<file path="src/rtl/bcs_pkg.sv">
package bcs_pkg;
  // Offset bits permuted by the longest burst (8 beats)
  localparam int OFS_W = 3;

  localparam logic [2:0] LEN_CODE_2 = 3'b001;
  localparam logic [2:0] LEN_CODE_4 = 3'b010;
  localparam logic [2:0] LEN_CODE_8 = 3'b011;

  // Strobes and state handed from control to datapath
  typedef struct packed {
    logic             load;
    logic             interleave;
    logic [OFS_W-1:0] beatIdx;
    logic [OFS_W-1:0] lenMask;
  } seqCtrl_t;

  function automatic logic [OFS_W-1:0] lenCodeMask(input logic [2:0] code);
    case (code)
      LEN_CODE_2: lenCodeMask = 3'b001;
      LEN_CODE_4: lenCodeMask = 3'b011;
      LEN_CODE_8: lenCodeMask = 3'b111;
      default:    lenCodeMask = 3'b000;
    endcase
  endfunction

  function automatic logic lenCodeOk(input logic [2:0] code);
    lenCodeOk = (code == LEN_CODE_2) || (code == LEN_CODE_4) || (code == LEN_CODE_8);
  endfunction
endpackage

</file>
<file path="src/rtl/bcs_ctrl.sv">
module bcs_ctrl
  import bcs_pkg::*;
(
  input  logic     clk,
  input  logic     rstN,
  input  logic     modeWrEn,
  input  logic [3:0] modeBits,
  input  logic     start,
  input  logic     beatEn,
  output seqCtrl_t seqCtrl,
  output logic     beatValid,
  output logic     beatLast
);
  logic [2:0]       modeLen;
  logic             modeIlv;
  logic             active;
  logic [OFS_W-1:0] beatCnt;
  logic [OFS_W-1:0] burstMask;
  logic             startAccept;
  logic             onFinal;

  assign startAccept = start && lenCodeOk(modeLen);
  assign onFinal     = active && (beatCnt == burstMask);

  always_ff @(posedge clk) begin
    if (!rstN) begin
      modeLen   <= 3'b000;
      modeIlv   <= 1'b0;
      active    <= 1'b0;
      beatCnt   <= '0;
      burstMask <= '0;
    end else begin
      if (modeWrEn) begin
        modeLen <= modeBits[2:0];
        modeIlv <= modeBits[3];
      end
      if (startAccept) begin
        active    <= 1'b1;
        beatCnt   <= '0;
        burstMask <= lenCodeMask(modeLen);
      end else if (active && beatEn) begin
        if (onFinal) active <= 1'b0;
        else         beatCnt <= beatCnt + 1'b1;
      end
    end
  end

  always_comb begin
    seqCtrl.load       = startAccept;
    seqCtrl.interleave = modeIlv;
    seqCtrl.beatIdx    = beatCnt;
    seqCtrl.lenMask    = burstMask;
  end

  assign beatValid = active;
  assign beatLast  = onFinal;
endmodule

</file>
<file path="src/rtl/bcs_datapath.sv">
module bcs_datapath
  import bcs_pkg::*;
#(
  parameter int COL_W = 11
) (
  input  logic             clk,
  input  logic             rstN,
  input  seqCtrl_t         seqCtrl,
  input  logic [COL_W-1:0] startCol,
  output logic [COL_W-1:0] beatCol
);
  logic [COL_W-1:0] baseCol;
  logic             ilvSel;
  logic [OFS_W-1:0] startOfs;
  logic [OFS_W-1:0] seqOfs;
  logic [OFS_W-1:0] ilvOfs;
  logic [OFS_W-1:0] pickOfs;
  logic [OFS_W-1:0] lowCol;

  always_ff @(posedge clk) begin
    if (!rstN) begin
      baseCol <= '0;
      ilvSel  <= 1'b0;
    end else if (seqCtrl.load) begin
      baseCol <= startCol;
      ilvSel  <= seqCtrl.interleave;
    end
  end

  assign startOfs = baseCol[OFS_W-1:0];
  assign seqOfs   = startOfs + seqCtrl.beatIdx;
  assign ilvOfs   = startOfs ^ seqCtrl.beatIdx;
  assign pickOfs  = ilvSel ? ilvOfs : seqOfs;

  // Bits inside the burst follow the chosen order; bits above stay put
  for (genvar b = 0; b < OFS_W; b++) begin : g_ofsBit
    assign lowCol[b] = seqCtrl.lenMask[b] ? pickOfs[b] : startOfs[b];
  end

  assign beatCol = {baseCol[COL_W-1:OFS_W], lowCol};
endmodule

</file>
<file path="src/rtl/burst_col_seq.sv">
module burst_col_seq
  import bcs_pkg::*;
#(
  parameter int COL_W = 11
) (
  input  logic             clk,
  input  logic             rstN,
  input  logic             modeWrEn,
  input  logic [3:0]       modeBits,
  input  logic             start,
  input  logic [COL_W-1:0] startCol,
  input  logic             beatEn,
  output logic [COL_W-1:0] beatCol,
  output logic             beatValid,
  output logic             beatLast
);
  seqCtrl_t seqCtrl;
  logic     startAccept;

  bcs_ctrl ctrl_i (
    .clk       (clk),
    .rstN      (rstN),
    .modeWrEn  (modeWrEn),
    .modeBits  (modeBits),
    .start     (start),
    .beatEn    (beatEn),
    .seqCtrl   (seqCtrl),
    .beatValid (beatValid),
    .beatLast  (beatLast)
  );

  bcs_datapath #(.COL_W(COL_W)) dp_i (
    .clk      (clk),
    .rstN     (rstN),
    .seqCtrl  (seqCtrl),
    .startCol (startCol),
    .beatCol  (beatCol)
  );

  assign startAccept = seqCtrl.load;
endmodule

</file>
<file path="config.mk">
export PLATFORM = sky130hd
export DESIGN_NAME = burst_col_seq
export DESIGN_NICKNAME = d
export VERILOG_FILES = /design/src/rtl/bcs_pkg.sv /design/src/rtl/bcs_ctrl.sv /design/src/rtl/bcs_datapath.sv /design/src/rtl/burst_col_seq.sv
export SDC_FILE = /design/constraint.sdc
export NUM_CORES = 1
export LEC_CHECK = 0
export ABC_AREA = 1
export BUFFER_PORTS_ARGS = -buffer_cell sky130_fd_sc_hd__buf_4
export CAP_MARGIN = 25
export CELL_PAD_IN_SITES_DETAIL_PLACEMENT = 0
export CELL_PAD_IN_SITES_GLOBAL_PLACEMENT = 1
export CORE_AREA = 2 2 50 70
export DETAILED_ROUTE_END_ITERATION = 8
export DIE_AREA = 0 0 52 72
export MAX_ROUTING_LAYER = met4
export PLACE_DENSITY_LB_ADDON = 0.2
export RECOVER_POWER = 25
export SLEW_MARGIN = 20
export SYNTH_ARGS = -nofsm -noshare
export SYNTH_HDL_FRONTEND = slang
export SYNTH_SLANG_ARGS = --single-unit
</file>
<file path="constraint.sdc">
create_clock -name clk -period 3.84 [get_ports clk]
set_input_delay 0.576 -clock clk [delete_from_list [all_inputs] [get_ports clk]]
set_output_delay 0.576 -clock clk [all_outputs]
set_load 0.005 [all_outputs]
</file>
==> impl_metrics.py, run 1 <==
metrics = {
    "clock_tree": {
        "cts_setup_buffers": 0,
        "htree_levels": 1,
        "numCtsBuffers": 3,
        "clkTransAtPathRegs_ps": 80,
        "cts.repair.resized": 0,
        "cts_tree": "yes",
        "cts.sinks": 23,
        "clkLatencyLatePin_ps": 260,
        "root_buffer": "clkbuf_8",
        "clockBufferDepth": 2,
        "holdBufCountCts": 0,
    },
    "sta": {
        "worst_slew_pin_slew_ps": 521,
        "setup_viol": 0,
        "fin_crit_ps": 2380,
        "relSlewSlack_pct": 65.2,
        "skew_ps": 1.20,
        "finalHoldViolations": 0,
        "post-route-period-util_pct": 62.1,
        "slew_violations": 0,
        "fin_setup_tns_ps": 0,
        "rsz0062_at_grt": "no",
        "fmax_mhz": 419,
        "setup_ws_ps": 1460,
    },
    "outcome": {
        "outcome": "finished, final reports clean",
    },
    "yosys": {
        "synth_cell_types": 20,
        "ys_seq_area_share_pct": 43.8,
        "syn_inst": 139,
        "ys.flop_type": "dfxtp_1",
        "yosys_warnings": 0,
        "synth_area_sq_um": 1050,
        "ys_async_sr_fraction_pct": 0,
        "ys_ff_latch": 23,
        "synth_edf_count": 0,
        "synth_nets": 163,
        "syn_avg_cell_area_sq_um": 7.56,
    },
    "min_path": {
        "holdPathStages": 2,
        "min_path_type": "flip-flop to flip-flop",
    },
    "setup_path": {
        "max_stage_delay_ps": 410,
        "cp_slowest_cell": "dfxtp_1",
        "required_ps": 3260,
        "crit_type": "flip-flop to primary output",
        "critPathMaxFanout": 5,
        "critPathArrivalTime_ps": 1810,
        "rr_startpoint": "ctrl_i.modeLen[1]",
        "timing.critical_path.from": "ctrl_i.beatCnt[0]",
        "r2r_cells": 5,
        "worst_r2r_endpoint": "ctrl_i.burstMask[1]",
        "endpoint_kind": "primary output",
        "rrSetupSlack_ps": 2190,
        "path_cells": "ha_1 > inv_1 > fa_1 > nor2_1 > a21oi_1 > o21ai_0 > xnor2_1 > buf_4",
        "cp-endpoint": "beatCol[2]",
        "crit_path_start_kind": "flip-flop",
    },
    "drt": {
        "dr.pass1.iters": 4,
        "drc": 0,
        "wire_per_inst_um": 10.5,
        "ant_nets": 0,
        "num_vias": 905,
        "via_per_inst": 4.48,
        "drt-total-wl_um": 2120,
        "dr.first_iter.drc_count": 22,
    },
    "die": {
        "core_area_sq_um": 3090,
        "start_util_pct": 34.0,
        "top_level_ports": 33,
        "die_area_sq_um": 3740,
        "rows": 24,
        "die_x_um": 52,
        "fp.dieH_um": 72,
    },
    "placement": {
        "place_inst": 198,
        "place_congestion": 0.711,
        "portBuffers": 32,
        "pre_cts_ws_ps": 1740,
        "hpwl_um": 1610,
    },
    "layout": {
        "fin_cells": 202,
        "finalNetCount": 188,
        "drive_above_1_share_pct": 23.3,
        "fill_cells": 331,
        "syn_to_final_growth_pct": 24.3,
        "antennaDiodeCount": 0,
    },
    "run": {
        "maxCapViolCount": 0,
    },
    "power_and_ir_drop": {
        "p_leak_nw": 0.610,
        "ir_drop_mv": 0.214,
        "p_per_area_nw_per_um2": 368,
    },
    "global_route": {
        "grt_pass1_wl_um": 3620,
        "grt_pass1_vias": 881,
        "grt_overflow": 0,
        "grt_usage_pct": 13.0,
        "grt_max_degree": 20,
        "antenna_found_initial": 0,
    },
}
[stage by stage]
step / power (mW) / cell area [sq um] / util [%] / hold WS, ps
final: 0.481 / 1310 / 42.2 / 459
after global routing: 0.511 / 1310 / 42.2 / 492
after CTS: 0.490 / 1310 / 42.2 / 463
after detailed placement: 0.340 / 1260 / 40.8 / 451
after global placement: 0.339 / 1260 / 40.8 / 438
after floorplan: 0.310 / 1050 / - / 429
[critical path, delay by kind of cell, from the launching register on]
kind,cells,cell delay [ps]
adder cells (fa/ha/maj),2,530
AND/OR/NAND/NOR,1,120
flip-flops,1,410
AO/OA/AOI/OAI,2,180
XOR/XNOR,1,140
buffers and inverters,2,180
[worst min-delay path by stage]
stage,to,from
detailed placement,ctrl_i.modeLen[2],ctrl_i.modeLen[2]
finish,ctrl_i.modeLen[2],ctrl_i.modeLen[2]
global route,ctrl_i.modeLen[2],ctrl_i.modeLen[2]
floorplan,ctrl_i.modeLen[2],ctrl_i.modeLen[2]
global placement,ctrl_i.modeLen[2],ctrl_i.modeLen[2]
CTS,ctrl_i.modeLen[2],ctrl_i.modeLen[2]
[registers in the layout, summed over array words and instances, names as in the netlist]
register,cells
ctrl_i.burstMask,3
ctrl_i.beatValid,1
dp_i.baseCol,11
ctrl_i.beatCnt,3
ctrl_i.modeIlv,1
dp_i.ilvSel,1
ctrl_i.modeLen,3
[Yosys cell counts (2+ instances only)]
cell type / count / share of area (%)
a21oi_1: 12 / 5.7
buf_2: 2 / 0.95
buf_4: 8 / 5.7
dfxtp_1: 23 / 44
ha_1: 3 / 3.6
inv_1: 16 / 5.7
nand2_1: 16 / 5.7
nand3_1: 4 / 1.9
nor2_1: 24 / 8.6
o21ai_0: 20 / 9.5
xnor2_1: 2 / 1.7
[cell type report]
type                            instances  area (sq um)  share of cell area (%)
Timing Repair Buffer                   32           240                    18.4
Inverter                               16          60.1                    4.60
Sequential cell                        23           460                    35.2
Multi-Input combinational cell         88           452                    34.6
Tap cell                               39          48.8                    3.74
Clock buffer                            4          45.0                    3.45
[cells in the final DEF, fill, tap and decap left out, types with 2 or more instances in the layout]
master    count
nand3_1       4
o21ai_0      20
ha_1          3
nand2_1      16
buf_4        26
nor2_1       24
inv_1        16
clkbuf_4      6
a21oi_1      12
xnor2_1       2
dfxtp_1      23
clkbuf_8      3
[logic make-up after synthesis]
group,share of synthesized area (%)
simple gates,18.3
compound gates,16.7
buf+inv,13.2
flops,43.8
fa+ha+maj,5.48
xor+xnor,2.50
[per-layer routing]
layer | up-vias | track usage (%) | part of all wire (%)
li1 | 483 | - | -
met1 | 398 | 14.5 | 43
met2 | 19 | 21.9 | 51
met3 | 5 | 1.85 | 3.3
met4 | 0 | 7.02 | 2.5
met5 | - | - | 0
[power breakdown]
part	switching [mW]	internal, mW
Sequential	0.00758	0.253
Combinational	0.0348	0.0363
Clock	0.0746	0.0740
(Power assumes the default switching activity.)
==> inputs of run 2 (changes only) <==
--- a/config.mk
+++ b/config.mk
@@ -10,9 +10,9 @@
 export CAP_MARGIN = 25
 export CELL_PAD_IN_SITES_DETAIL_PLACEMENT = 0
 export CELL_PAD_IN_SITES_GLOBAL_PLACEMENT = 1
-export CORE_AREA = 2 2 50 70
+export CORE_AREA = 2 2 53 74
 export DETAILED_ROUTE_END_ITERATION = 8
-export DIE_AREA = 0 0 52 72
+export DIE_AREA = 0 0 55 76
 export MAX_ROUTING_LAYER = met4
 export PLACE_DENSITY_LB_ADDON = 0.2
 export RECOVER_POWER = 25
==> constraint.sdc (replaced) <==
create_clock -name clk -period 2.05 [get_ports clk]
set_input_delay 0.3075 -clock clk [delete_from_list [all_inputs] [get_ports clk]]
set_output_delay 0.3075 -clock clk [all_outputs]
set_load 0.005 [all_outputs]
==> run 2 against run 1 <==
Compared with the run above: clock power rose by 81%; final cell count grew 3.5%; critical endpoint is now beatCol[1]; largest cell class is now multi-input combinational cells; hold slack worse by 190 ps.
==> impl_metrics.py, run 2 (synthesis results as in run 1) <==
metrics = {
    "die": {
        "rows": 26,
        "die_area_sq_um": 4180,
        "fp.dieH_um": 76,
        "start_util_pct": 29.4,
        "top_level_ports": 33,
        "core_area_sq_um": 3580,
        "die_x_um": 55,
    },
    "drt": {
        "dr.first_iter.drc_count": 21,
        "wire_per_inst_um": 10.6,
        "num_vias": 921,
        "drc": 0,
        "via_per_inst": 4.41,
        "dr.pass1.iters": 4,
        "ant_nets": 0,
        "drt-total-wl_um": 2220,
    },
    "sta": {
        "setup_ws_ps": 75.3,
        "finalHoldViolations": 0,
        "post-route-period-util_pct": 96.3,
        "relSlewSlack_pct": 81.9,
        "setup_viol": 0,
        "fin_crit_ps": 1970,
        "fmax_mhz": 506,
        "fin_setup_tns_ps": 0,
        "skew_ps": 2.68,
        "worst_slew_pin_slew_ps": 269,
        "holdWs_ps": 270,
        "rsz0062_at_grt": "yes",
        "slew_violations": 0,
    },
    "layout": {
        "final_area_sq_um": 1370,
        "final_cell_mix": "31 x buf_4, 23 x nor2_1, 20 x dfxtp_1",
        "final_common_cell": "buf_4",
        "finalNetCount": 192,
        "regArea_sq_um": 467,
        "largest_register_ffs": 11,
        "drive_above_1_share_pct": 30.5,
        "syn_to_final_growth_pct": 30.2,
        "regMostFlops": "dp_i.baseCol",
        "multi_input_area_sq_um": 473,
        "antennaDiodeCount": 0,
        "fill_cells": 398,
        "fin_cells": 209,
    },
    "placement": {
        "place_area_sq_um": 1280,
        "pre_cts_ws_ps": 201,
        "hpwl_um": 1650,
        "place_congestion": 0.677,
        "portBuffers": 32,
        "place_inst": 203,
    },
    "global_route": {
        "grt_pass1_wl_um": 3840,
        "grt_use_met3_pct": 1.76,
        "grt_max_degree": 20,
        "grt_pass1_vias": 932,
        "use_met1_pct": 16.5,
        "met2_usage_pct": 18.9,
        "antenna_found_initial": 0,
        "grt_overflow": 0,
        "busiest_layer": "met2",
        "grt_usage_pct": 12.4,
    },
    "clock_tree": {
        "numCtsBuffers": 3,
        "clockBufferDepth": 2,
        "htree_levels": 1,
        "root_buffer": "clkbuf_8",
        "clkLatencyLatePin_ps": 260,
        "clkTransAtPathRegs_ps": 80,
        "cts.sinks": 23,
        "cts_tree": "yes",
    },
    "power_and_ir_drop": {
        "power_frac_seq_pct": 54.1,
        "p_leak_nw": 0.634,
        "power_frac_clock_pct": 29.9,
        "power.internal_mw": 0.683,
        "ir_drop_mv": 0.506,
        "switchingPower_mw": 0.219,
        "p_per_area_nw_per_um2": 659,
        "power_frac_comb_pct": 15.9,
        "power_switching_share_pct": 24.3,
    },
    "min_path": {
        "min_path_type": "input pin to flip-flop",
    },
    "setup_path": {
        "endpoint_kind": "primary output",
        "required_ps": 1740,
        "critPathArrivalTime_ps": 1670,
        "crit_path_start_kind": "flip-flop",
        "crit_type": "flip-flop to primary output",
        "critPathMaxFanout": 2,
    },
    "outcome": {
        "outcome": "finished, final reports clean",
    },
    "run": {
        "maxCapViolCount": 0,
    },
}
==> run 2: changes by cell type in the layout (fill, tap and decap cells not counted), sizes merged <==
| cell | change |
|---|---|
| clkbuf | -2 |
| clkinv | +1 |
| buf | +5 |
==> run 2: stage by stage <==
step / power [mW] / utilization (%)
after floorplan: 0.580 / -
after global placement: 0.639 / 35.8
after detailed placement: 0.642 / 35.8
after CTS: 0.918 / 37.4
after global routing: 0.962 / 38.3
final: 0.902 / 38.3
==> run 2: worst paths after layout <==
| path | from | end | slack, ps | cells after the start |
|---|---|---|---|---|
| worst max-delay path | ctrl_i.beatCnt[0] | beatCol[1] | 80 | 7 |
| worst min-delay path | startCol[6] | dp_i.baseCol[6] | 270 | 3 |
| worst max register to register | ctrl_i.modeLen[1] | dp_i.baseCol[0] | 780 | 7 |
| worst min register to register | ctrl_i.modeLen[2] | ctrl_i.modeLen[2] | 460 | 2 |
==> run 2: layer usage <==
metal  vias to the layer above  part of all wire (%)
met5                         -                     0
li1                        493                     -
met4                         0                  0.77
met1                       407                    47
met2                        19                    49
met3                         2                   3.3
==> run 2: worst max-delay path, cell delays in order, from the launching register on <==
cell,delay [ps]
dfxtp_2,320
ha_1,190
inv_1,70
fa_2,430
a21oi_2,120
o21ai_0,80
o21ai_1,80
buf_4,120
==> run 2: area by class of cell <==
cell class | count | area share, %
Multi-Input combinational cell | 88 | 34.6
Sequential cell | 23 | 34.1
Timing Repair Buffer | 36 | 19.7
Inverter | 16 | 4.39
Tap cell | 42 | 3.84
Clock buffer | 3 | 3.02
Clock inverter | 1 | 0.366
==> run 2: what timing repair did <==
| action | CTS | global route |
|---|---|---|
| hold buffers | 0 | 0 |
| resized for setup | 3 | 9 |
| pin swaps | 0 | 3 |
| gates cloned | 0 | 0 |
| buffers inserted | 1 | 1 |
| setup endpoints to repair | 2 | 2 |
==> run 2: power groups by stage <==
stage               registers [mW]  logic, mW  clock network [mW]
CTS                          0.490      0.143               0.285
finish                       0.488      0.144               0.270
floorplan                    0.496     0.0842                   0
global placement             0.499      0.140                   0
detailed placement           0.500      0.142                   0
global route                 0.492      0.165               0.304
